===== config.mk =====
export PLATFORM = sky130hd
export DESIGN_NAME = hsmode_tracker
export DESIGN_NICKNAME = d
export VERILOG_FILES = /design/src/rtl/hsm_pkg.sv /design/src/rtl/hsm_sync.sv /design/src/rtl/hsm_cond_detect.sv /design/src/rtl/hsm_frame_track.sv /design/src/rtl/hsmode_tracker.sv
export SDC_FILE = /design/constraint.sdc
export NUM_CORES = 1
export LEC_CHECK = 0
export BUFFER_PORTS_ARGS = -buffer_cell sky130_fd_sc_hd__buf_4
export CORE_MARGIN = 2
export CORE_UTILIZATION = 59
export CTS_CLUSTER_DIAMETER = 80
export DETAILED_ROUTE_END_ITERATION = 6
export MAX_ROUTING_LAYER = met4
export PLACE_DENSITY = 0.85
export SYNTH_ARGS = -nofsm -noshare
export SYNTH_HDL_FRONTEND = slang
export SYNTH_SLANG_ARGS = --single-unit

===== constraint.sdc =====
create_clock -name clk -period 6.1 [get_ports clk]
set_clock_uncertainty 0.2 [all_clocks]
set_input_delay 1.22 -clock clk [delete_from_list [all_inputs] [get_ports clk]]
set_output_delay 1.22 -clock clk [all_outputs]
set_load 0.05 [all_outputs]

===== src/rtl/hsm_pkg.sv =====
package hsm_pkg;
    localparam int BYTE_W = 8;
    localparam int CNT_W  = 4;

    typedef struct packed {
        logic              sda_p;
        logic              scl_p;
    } cond_t;

    typedef struct packed {
        logic              busy;
        logic              first;
        logic              mcode;
        logic [CNT_W-1:0]  bitcnt;
        logic [BYTE_W-1:0] shreg;
        logic              hs;
        logic              start_p;
        logic              rstart_p;
        logic              stop_p;
        logic              mcode_p;
        logic              addr_p;
        logic [BYTE_W-1:0] addr;
    } trk_t;
endpackage


===== src/rtl/hsm_sync.sv =====
module hsm_sync #(
    parameter int   STAGES  = 2,
    parameter logic RST_VAL = 1'b1
) (
    input  logic clk,
    input  logic rst_n,
    input  logic d,
    output logic q
);
    logic [STAGES-1:0] chain_d, chain_q;

    always_comb begin
        chain_d = {chain_q[STAGES-2:0], d};
    end

    always_ff @(posedge clk or negedge rst_n) begin
        if (!rst_n) chain_q <= {STAGES{RST_VAL}};
        else        chain_q <= chain_d;
    end

    assign q = chain_q[STAGES-1];
endmodule


===== src/rtl/hsm_cond_detect.sv =====
module hsm_cond_detect
    import hsm_pkg::*;
(
    input  logic clk,
    input  logic rst_n,
    input  logic sda_s,
    input  logic scl_s,
    output logic start_cond,
    output logic stop_cond,
    output logic scl_rise
);
    cond_t st_d, st_q;

    always_comb begin
        st_d.sda_p = sda_s;
        st_d.scl_p = scl_s;
    end

    always_ff @(posedge clk or negedge rst_n) begin
        if (!rst_n) st_q <= '{sda_p: 1'b1, scl_p: 1'b1};
        else        st_q <= st_d;
    end

    assign start_cond = scl_s & st_q.scl_p & st_q.sda_p & ~sda_s;
    assign stop_cond  = scl_s & st_q.scl_p & ~st_q.sda_p & sda_s;
    assign scl_rise   = scl_s & ~st_q.scl_p;
endmodule


===== src/rtl/hsm_frame_track.sv =====
module hsm_frame_track
    import hsm_pkg::*;
#(
    parameter int                PREFIX_W     = 5,
    parameter logic [PREFIX_W-1:0] MCODE_PREFIX = 5'b00001
) (
    input  logic              clk,
    input  logic              rst_n,
    input  logic              start_cond,
    input  logic              stop_cond,
    input  logic              scl_rise,
    input  logic              sda_lvl,
    output logic              hs_mode,
    output logic              start_pulse,
    output logic              rstart_pulse,
    output logic              stop_pulse,
    output logic              mcode_pulse,
    output logic              addr_valid,
    output logic [BYTE_W-1:0] addr_byte,
    output logic              ack_inhibit
);
    localparam logic [CNT_W-1:0] LAST_BIT = CNT_W'(BYTE_W - 1);
    localparam logic [CNT_W-1:0] ACK_SLOT = CNT_W'(BYTE_W);
    localparam logic [CNT_W-1:0] HS_EDGE  = CNT_W'(BYTE_W + 1);

    trk_t st_d, st_q;
    logic [BYTE_W-1:0] nbyte;

    always_comb begin
        st_d          = st_q;
        st_d.start_p  = 1'b0;
        st_d.rstart_p = 1'b0;
        st_d.stop_p   = 1'b0;
        st_d.mcode_p  = 1'b0;
        st_d.addr_p   = 1'b0;
        nbyte         = {st_q.shreg[BYTE_W-2:0], sda_lvl};

        if (stop_cond) begin
            st_d.busy   = 1'b0;
            st_d.first  = 1'b0;
            st_d.mcode  = 1'b0;
            st_d.hs     = 1'b0;
            st_d.stop_p = 1'b1;
        end else if (start_cond) begin
            st_d.rstart_p = st_q.busy;
            st_d.start_p  = ~st_q.busy;
            st_d.busy     = 1'b1;
            st_d.first    = 1'b1;
            st_d.mcode    = 1'b0;
            st_d.bitcnt   = '0;
        end else if (scl_rise && st_q.busy && (st_q.first || st_q.mcode)) begin
            if (st_q.bitcnt < ACK_SLOT) begin
                st_d.shreg  = nbyte;
                st_d.bitcnt = st_q.bitcnt + 1'b1;
                if (st_q.bitcnt == LAST_BIT) begin
                    st_d.first = 1'b0;
                    if (!st_q.hs &&
                        nbyte[BYTE_W-1 -: PREFIX_W] == MCODE_PREFIX) begin
                        st_d.mcode   = 1'b1;
                        st_d.mcode_p = 1'b1;
                    end else begin
                        st_d.addr_p = 1'b1;
                        st_d.addr   = nbyte;
                    end
                end
            end else if (st_q.bitcnt == ACK_SLOT) begin
                st_d.bitcnt = HS_EDGE;
            end else begin
                st_d.hs    = 1'b1;
                st_d.mcode = 1'b0;
            end
        end
    end

    always_ff @(posedge clk or negedge rst_n) begin
        if (!rst_n) st_q <= '0;
        else        st_q <= st_d;
    end

    assign hs_mode      = st_q.hs;
    assign start_pulse  = st_q.start_p;
    assign rstart_pulse = st_q.rstart_p;
    assign stop_pulse   = st_q.stop_p;
    assign mcode_pulse  = st_q.mcode_p;
    assign addr_valid   = st_q.addr_p;
    assign addr_byte    = st_q.addr;
    assign ack_inhibit  = st_q.mcode && (st_q.bitcnt >= ACK_SLOT);
endmodule


===== src/rtl/hsmode_tracker.sv =====
module hsmode_tracker #(
    parameter int SYNC_STAGES = 2,
    parameter int PREFIX_W    = 5,
    parameter logic [PREFIX_W-1:0] MCODE_PREFIX = 5'b00001
) (
    input  logic       clk,
    input  logic       rst_n,
    input  logic       sda_in,
    input  logic       scl_in,
    output logic       hs_mode,
    output logic       start_pulse,
    output logic       rstart_pulse,
    output logic       stop_pulse,
    output logic       mcode_pulse,
    output logic       addr_valid,
    output logic [7:0] addr_byte,
    output logic       ack_inhibit
);
    localparam int NLINES = 2;

    logic [NLINES-1:0] raw_lines, syn_lines;
    logic start_cond, stop_cond, scl_rise;

    assign raw_lines = {scl_in, sda_in};

    for (genvar i = 0; i < NLINES; i++) begin : g_sync
        hsm_sync #(.STAGES(SYNC_STAGES), .RST_VAL(1'b1)) u_sync (
            .clk   (clk),
            .rst_n (rst_n),
            .d     (raw_lines[i]),
            .q     (syn_lines[i])
        );
    end

    hsm_cond_detect u_cond (
        .clk        (clk),
        .rst_n      (rst_n),
        .sda_s      (syn_lines[0]),
        .scl_s      (syn_lines[1]),
        .start_cond (start_cond),
        .stop_cond  (stop_cond),
        .scl_rise   (scl_rise)
    );

    hsm_frame_track #(.PREFIX_W(PREFIX_W), .MCODE_PREFIX(MCODE_PREFIX)) u_trk (
        .clk          (clk),
        .rst_n        (rst_n),
        .start_cond   (start_cond),
        .stop_cond    (stop_cond),
        .scl_rise     (scl_rise),
        .sda_lvl      (syn_lines[0]),
        .hs_mode      (hs_mode),
        .start_pulse  (start_pulse),
        .rstart_pulse (rstart_pulse),
        .stop_pulse   (stop_pulse),
        .mcode_pulse  (mcode_pulse),
        .addr_valid   (addr_valid),
        .addr_byte    (addr_byte),
        .ack_inhibit  (ack_inhibit)
    );
endmodule


# After elaboration in Yosys (flattened, before gate mapping)
# Cells that the tools add are included.
# word_totals
reg_bits	35
in_bits	4
out_inout_bits	15
word_cells	85
# op_classes
addsub	1
order_cmp	2
eq_ne	9
n_mux	25
bitwise	13
n_reduce_logical	19
# ops
op	n
$mux W10	5
$mux W15	1
$reduce_and A4 Y1	3
$reduce_bool A3 Y1	4
$mux W1	10
$mux W9	1
$mux W8	1
$ne A4 B4 Y1 const B	2
$not A1 Y1	7
$and A1 B1 Y1	6
$mux W2	3
$mux W6	1
$reduce_and A3 Y1	2
$reduce_and A6 Y1	1
$reduce_bool A2 Y1	3
$eq A5 B1 Y1 const B	1
$mux W5	1
$add A4 B1 Y4 const B	1
$eq A4 B3 Y1 const B	1
$eq A4 B4 Y1 const B	1
$ge A4 B4 Y1 const B	1
$logic_and A1 B1 Y1	4
$lt A4 B4 Y1 const B	1
$mux W4	1
other kinds (6)	7

# Logic depth before layout (Yosys ltp)
# logic_depth
word_depth	8
ltp_mapped	6
ltp_nobuf	6

# Hierarchy
# From an unflattened synthesis, not the netlist that was laid out.
# unflattened
cells_unflattened	110
area_unflattened_um2	1465.2
# modules_own_cells
mod	n_inst	cells_each	area_each_um2
hsm_frame_track	1	101	1281.2
hsm_sync	2	2	52.6
hsm_cond_detect	1	5	78.8

# Worst setup path after synthesis
# Ideal clock, no wire load.
# synth_timing
kind	flip-flop to flip-flop
start	register g_sync[1].u_sync.chain_q[1]
end	register u_trk.st_q (netlist bit u_trk.addr_byte[0])
setup_time_ns	0.125
arrival_time_ns	2.003
required_ns	5.775
slack_ns	3.772
path_stages_with_launch	6
n_path_buf	1
path_cell_list	dfstp_2 o21ai_0 or4_1 clkbuf_2 nor4b_4 mux2_2
# synth_via
elab_chain_cells	5
# synth_lines
item	line_no	rtl
start, declared	hsm_sync.sv:10	logic [STAGES-1:0] chain_d, chain_q;
start signal, assigned	hsm_sync.sv:17	if (!rst_n) chain_q <= {STAGES{RST_VAL}};
start signal, assigned	hsm_sync.sv:18	else chain_q <= chain_d;
$and A1 B1 Y1	hsm_cond_detect.sv:24, hsm_cond_detect.sv:25	
$and A1 B1 Y1 (on tied branches) (2 in series)	hsm_cond_detect.sv:25, hsm_cond_detect.sv:24	
$not A1 Y1 (no source line)	-	
$reduce_and A6 Y1 (no source line) (*)	-	
end signal, assigned	hsm_frame_track.sv:77	else st_q <= st_d;
end, declared	hsm_frame_track.sv:26	trk_t st_d, st_q;
# Mark *: on every way between the ends. The rest lies on a longest branch, timed or not.
# A chain may end at the register's enable or synchronous reset.

# Worst setup path in the final report
# layout_timing
start	register g_sync[1].u_sync.chain_q[1]
end	register u_trk.st_q (netlist bit u_trk.addr_byte[4])
# Same word-level chain as after synthesis.

==> qor.log <==
qor: worst_setup_path.required 6.12 ns
qor: die.io-pin-count 19
qor: sta.hold_viol 0
qor: die.die-width 52.54 um
qor: worst_setup_path.timing.critical_path.slowest_cell_delay 0.70 ns
qor: worst_setup_path.crit_path_end_kind flop
qor: worst_setup_path.crit_arrival 2.73 ns
qor: clock_network.cts-root-to-sink-buffers 2
qor: routing.postRouteWirelength 2.099 mm
qor: hold_path.hold_path_depth 0
qor: power_and_ir_drop.share_seq_of_total_power 59.7%
qor: worst_setup_path.timing.critical_path.cells o21ai_0, or4_1, nor4b_4, mux2_2
qor: routing.drt_first_pass_iters 4
qor: global_routing.grt_pass1_vias 810
qor: placed_design.io_buffers 18
qor: clock_network.ctsHoldBuffers 0
qor: power_and_ir_drop.switching_share 26.23%
qor: worst_setup_path.r2r_setup_slack 3.39 ns
qor: die.die_height 52.54 um
qor: clock_network.clockRootBuffer sky130_fd_sc_hd__clkbuf_4
qor: synthesis.syn-mean-instance-area 12.99 sq um
qor: worst_setup_path.crit_family simple AND/OR/NAND/NOR gates
qor: cells_and_area.nets 127
qor: cells_and_area.drive_above_1_share 39.34%
qor: power_and_ir_drop.logic_gate_share_of_total_power 12.9%
qor: global_routing.track_usage 19.62%
qor: placed_design.dp.final_hpwl 1.451 mm
qor: die.standard_cell_rows 17
qor: clock_network.clock_tree_sinks 34
qor: synthesis.ys_dominant_reg_cell sky130_fd_sc_hd__dfrtp_1
qor: clock_network.cts_inserted_buffers 5
qor: synthesis.synth.net_count 113
qor: die.starting_utilization_of_the_core_area 62.84%
qor: synthesis.yosys_warnings 0
qor: hold_path.worstHoldPathType reg2reg
qor: sta.totalNegativeSetupSlack 0 ns
qor: worst_setup_path.worstRegToRegCells 4
qor: sta.max_slew.worst_pin.slew 0.5792 ns
qor: synthesis.number_of_synthesized_register_bits 34
qor: sta.finalCritPeriodShare 44.37%
qor: worst_setup_path.critical_path.n_buffers_inverters 0
qor: worst_setup_path.setup.worst_path.class reg2reg
qor: routing.detail_route.wl_per_cell 13.99 um
qor: run.cap_violations 0
qor: clock_network.cts.clk_slew.worst_paths 0.09 ns
qor: worst_setup_path.setup.worst_path.start g_sync[1].u_sync.chain_q[1]$_DFF_PN1_
qor: worst_setup_path.critical_path.reg2reg.startpoint g_sync[1].u_sync.chain_q[1]$_DFF_PN1_
qor: synthesis.yosys.cell_types.count 30
qor: synthesis.syn-cell-area 1390 sq um
qor: power_and_ir_drop.power.density 296.2 nW/um^2
qor: worst_setup_path.worstSetupEndpoint u_trk.addr_byte[4]$_DFFE_PN0P_
qor: worst_setup_path.startpoint_type flop
qor: global_routing.grt_remaining_overflow 0
qor: synthesis.synth.yosys.seq_area_share 61.75%
qor: worst_setup_path.r2r-end u_trk.addr_byte[4]$_DFFE_PN0P_
qor: routing.post_drt_via_cell_ratio 5.427
qor: worst_setup_path.critical-path-slowest-cell sky130_fd_sc_hd__or4_1
qor: worst_setup_path.crit_path_max_fanout 14
qor: placed_design.gp_congestion 0.8442
qor: sta.max_clock_freq 369.5 MHz
qor: placed_design.dp_slack 3.387 ns
qor: sta.slew-limit-headroom 61.22%
qor: synthesis.number_of_flops_mapped_to_enable_cells_by_yosys 0
qor: power_and_ir_drop.post-layout-total-power 0.4581 mW
qor: power_and_ir_drop.vdd.ir_drop.worst 0.2134 mV
qor: cells_and_area.antennaDiodeCount 0
qor: power_and_ir_drop.p_leak 0.7677 nW
qor: sta.report.final.setup_viol 0
qor: sta.finalWorstPathRequiredPeriod 2.706 ns
qor: routing.route.antenna.remaining_nets 0
qor: global_routing.antenna_violations_before_repair 0
qor: global_routing.grt_max_degree 35
qor: die.core_area 2212 sq um
qor: die.design.die.area 2760 sq um
qor: clock_network.tritoncts yes
qor: synthesis.fraction_of_registers_with_async_set_or_reset_after_synthesis 100.0%
qor: status.result_of_the_run finished clean
qor: power_and_ir_drop.power_frac_clock 27.4%
qor: sta.worst_slack 3.394 ns
qor: routing.drt_drc_violations_left 0
qor: power_and_ir_drop.p_sw 0.1202 mW
qor: power_and_ir_drop.cellInternalPower 0.3379 mW
qor: worst_setup_path.cp.depth 4
qor: clock_network.post_cts.resized_instances 0
qor: clock_network.clk_latency 0.33 ns
qor: sta.grt_setup_unrepaired false
qor: sta.fin_hold_ws 0.1604 ns
qor: routing.route.vias.total 814
qor: routing.drtIter0Drc 5
qor: synthesis.post_synth_inst_count 107
qor: clock_network.post_cts_setup_driven_buffer_insertion_count 0
qor: cells_and_area.syn2layout_area_growth 11.25%
qor: clock_network.h-tree-depth 2
qor: sta.maxSlewViolCount 0
qor: global_routing.grt_pass1_wl 3.643 mm
## layout make-up
class | instances | area [sq um]
clock buffers | 8 | 58.81
fillers | 161 | 665.6
inverters | 7 | 26.28
multi-input cells | 55 | 432.9
flip-flops and latches | 34 | 858.3
well taps | 28 | 35.03
repair buffers | 18 | 135.1
## flip-flops by register name, indices dropped and copies added (netlist names)
name	count
g_sync.u_sync.chain_q	4
u_cond.st_q	2
u_trk.addr_byte	8
u_trk.addr_valid	1
u_trk.hs_mode	1
u_trk.mcode_pulse	1
u_trk.nbyte	7
u_trk.rstart_pulse	1
u_trk.st_q	7
u_trk.start_pulse	1
u_trk.stop_pulse	1
## synth_stat cells, drive strengths merged, types with 2 or more instances
master   n  area [sq um]
inv      7         26.28
mux2    15         168.9
nand2    6         22.52
buf      9         63.81
nor4b    2         32.53
nor2     4         15.01
a21oi    2         10.01
o21ai    4         20.02
dfrtp   28         700.7
dfstp    6         157.7
o211ai   2         15.01
clkbuf   2         8.750
ha       2         25.02
or2      2         12.51
nand2b   4         25.02
## through the flow
step	util, %	std cells	area, sq um
after floorplan	-	107	1390
after global placement	67.25	142	1488
after detailed placement	67.25	142	1488
after CTS	69.91	150	1546
after global routing	69.91	150	1546
final	69.91	150	1546
## worst reg2reg max path, cell delays in order, from the launching register on
cell                      delay (ns)
sky130_fd_sc_hd__dfstp_2        0.55
sky130_fd_sc_hd__o21ai_0        0.09
sky130_fd_sc_hd__or4_1          0.70
sky130_fd_sc_hd__nor4b_4        0.67
sky130_fd_sc_hd__mux2_2         0.40
## routing by layer
layer  track usage, %  part of all wire, %
met5                -                    0
met4            8.974                  2.1
met3            8.571                  5.3
met2            26.88                   49
met1            25.19                   43
## power groups by stage
stage	Sequential (mW)	Combinational [mW]	Clock [mW]
after floorplan	0.272	0.0435	0
after global placement	0.275	0.0560	0
after detailed placement	0.277	0.0599	0
after CTS	0.273	0.0605	0.130
after global routing	0.278	0.0686	0.138
final	0.273	0.0593	0.125
## cells by family (layout without fill, tap and decap cells)
logic type               after synthesis  in the layout  synth area share [%]
AO/OA/AOI/OAI                         12             12                 5.581
AND/OR/NAND/NOR                       25             25                 10.89
multiplexers                          16             16                 12.87
adder cells (fa/ha/maj)                2              2                 1.800
buffers and inverters                 18             33                 7.110
flip-flops                            34             34                 61.75
## placed cells by master, fill, tap and decap left out, drive strengths merged, types with 4 or more instances in the layout
master  count
mux2       15
nand2b      4
clkbuf      8
dfstp       6
o21ai       4
dfrtp      28
nand2       6
inv         7
buf        18
nor2        4
## worst min-delay path by stage
stage | startpoint | to | slack [ns]
after global routing | g_sync[1].u_sync.chain_q[0]$_DFF_PN1_ | g_sync[1].u_sync.chain_q[1]$_DFF_PN1_ | 0.17
after floorplan | g_sync[0].u_sync.chain_q[0]$_DFF_PN1_ | g_sync[0].u_sync.chain_q[1]$_DFF_PN1_ | 0.15
after detailed placement | g_sync[0].u_sync.chain_q[0]$_DFF_PN1_ | g_sync[0].u_sync.chain_q[1]$_DFF_PN1_ | 0.15
final | g_sync[1].u_sync.chain_q[0]$_DFF_PN1_ | g_sync[1].u_sync.chain_q[1]$_DFF_PN1_ | 0.16
after global placement | g_sync[1].u_sync.chain_q[0]$_DFF_PN1_ | g_sync[1].u_sync.chain_q[1]$_DFF_PN1_ | 0.15
after CTS | g_sync[1].u_sync.chain_q[0]$_DFF_PN1_ | g_sync[1].u_sync.chain_q[1]$_DFF_PN1_ | 0.16
Note: power is estimated with default switching activity, not from simulation.
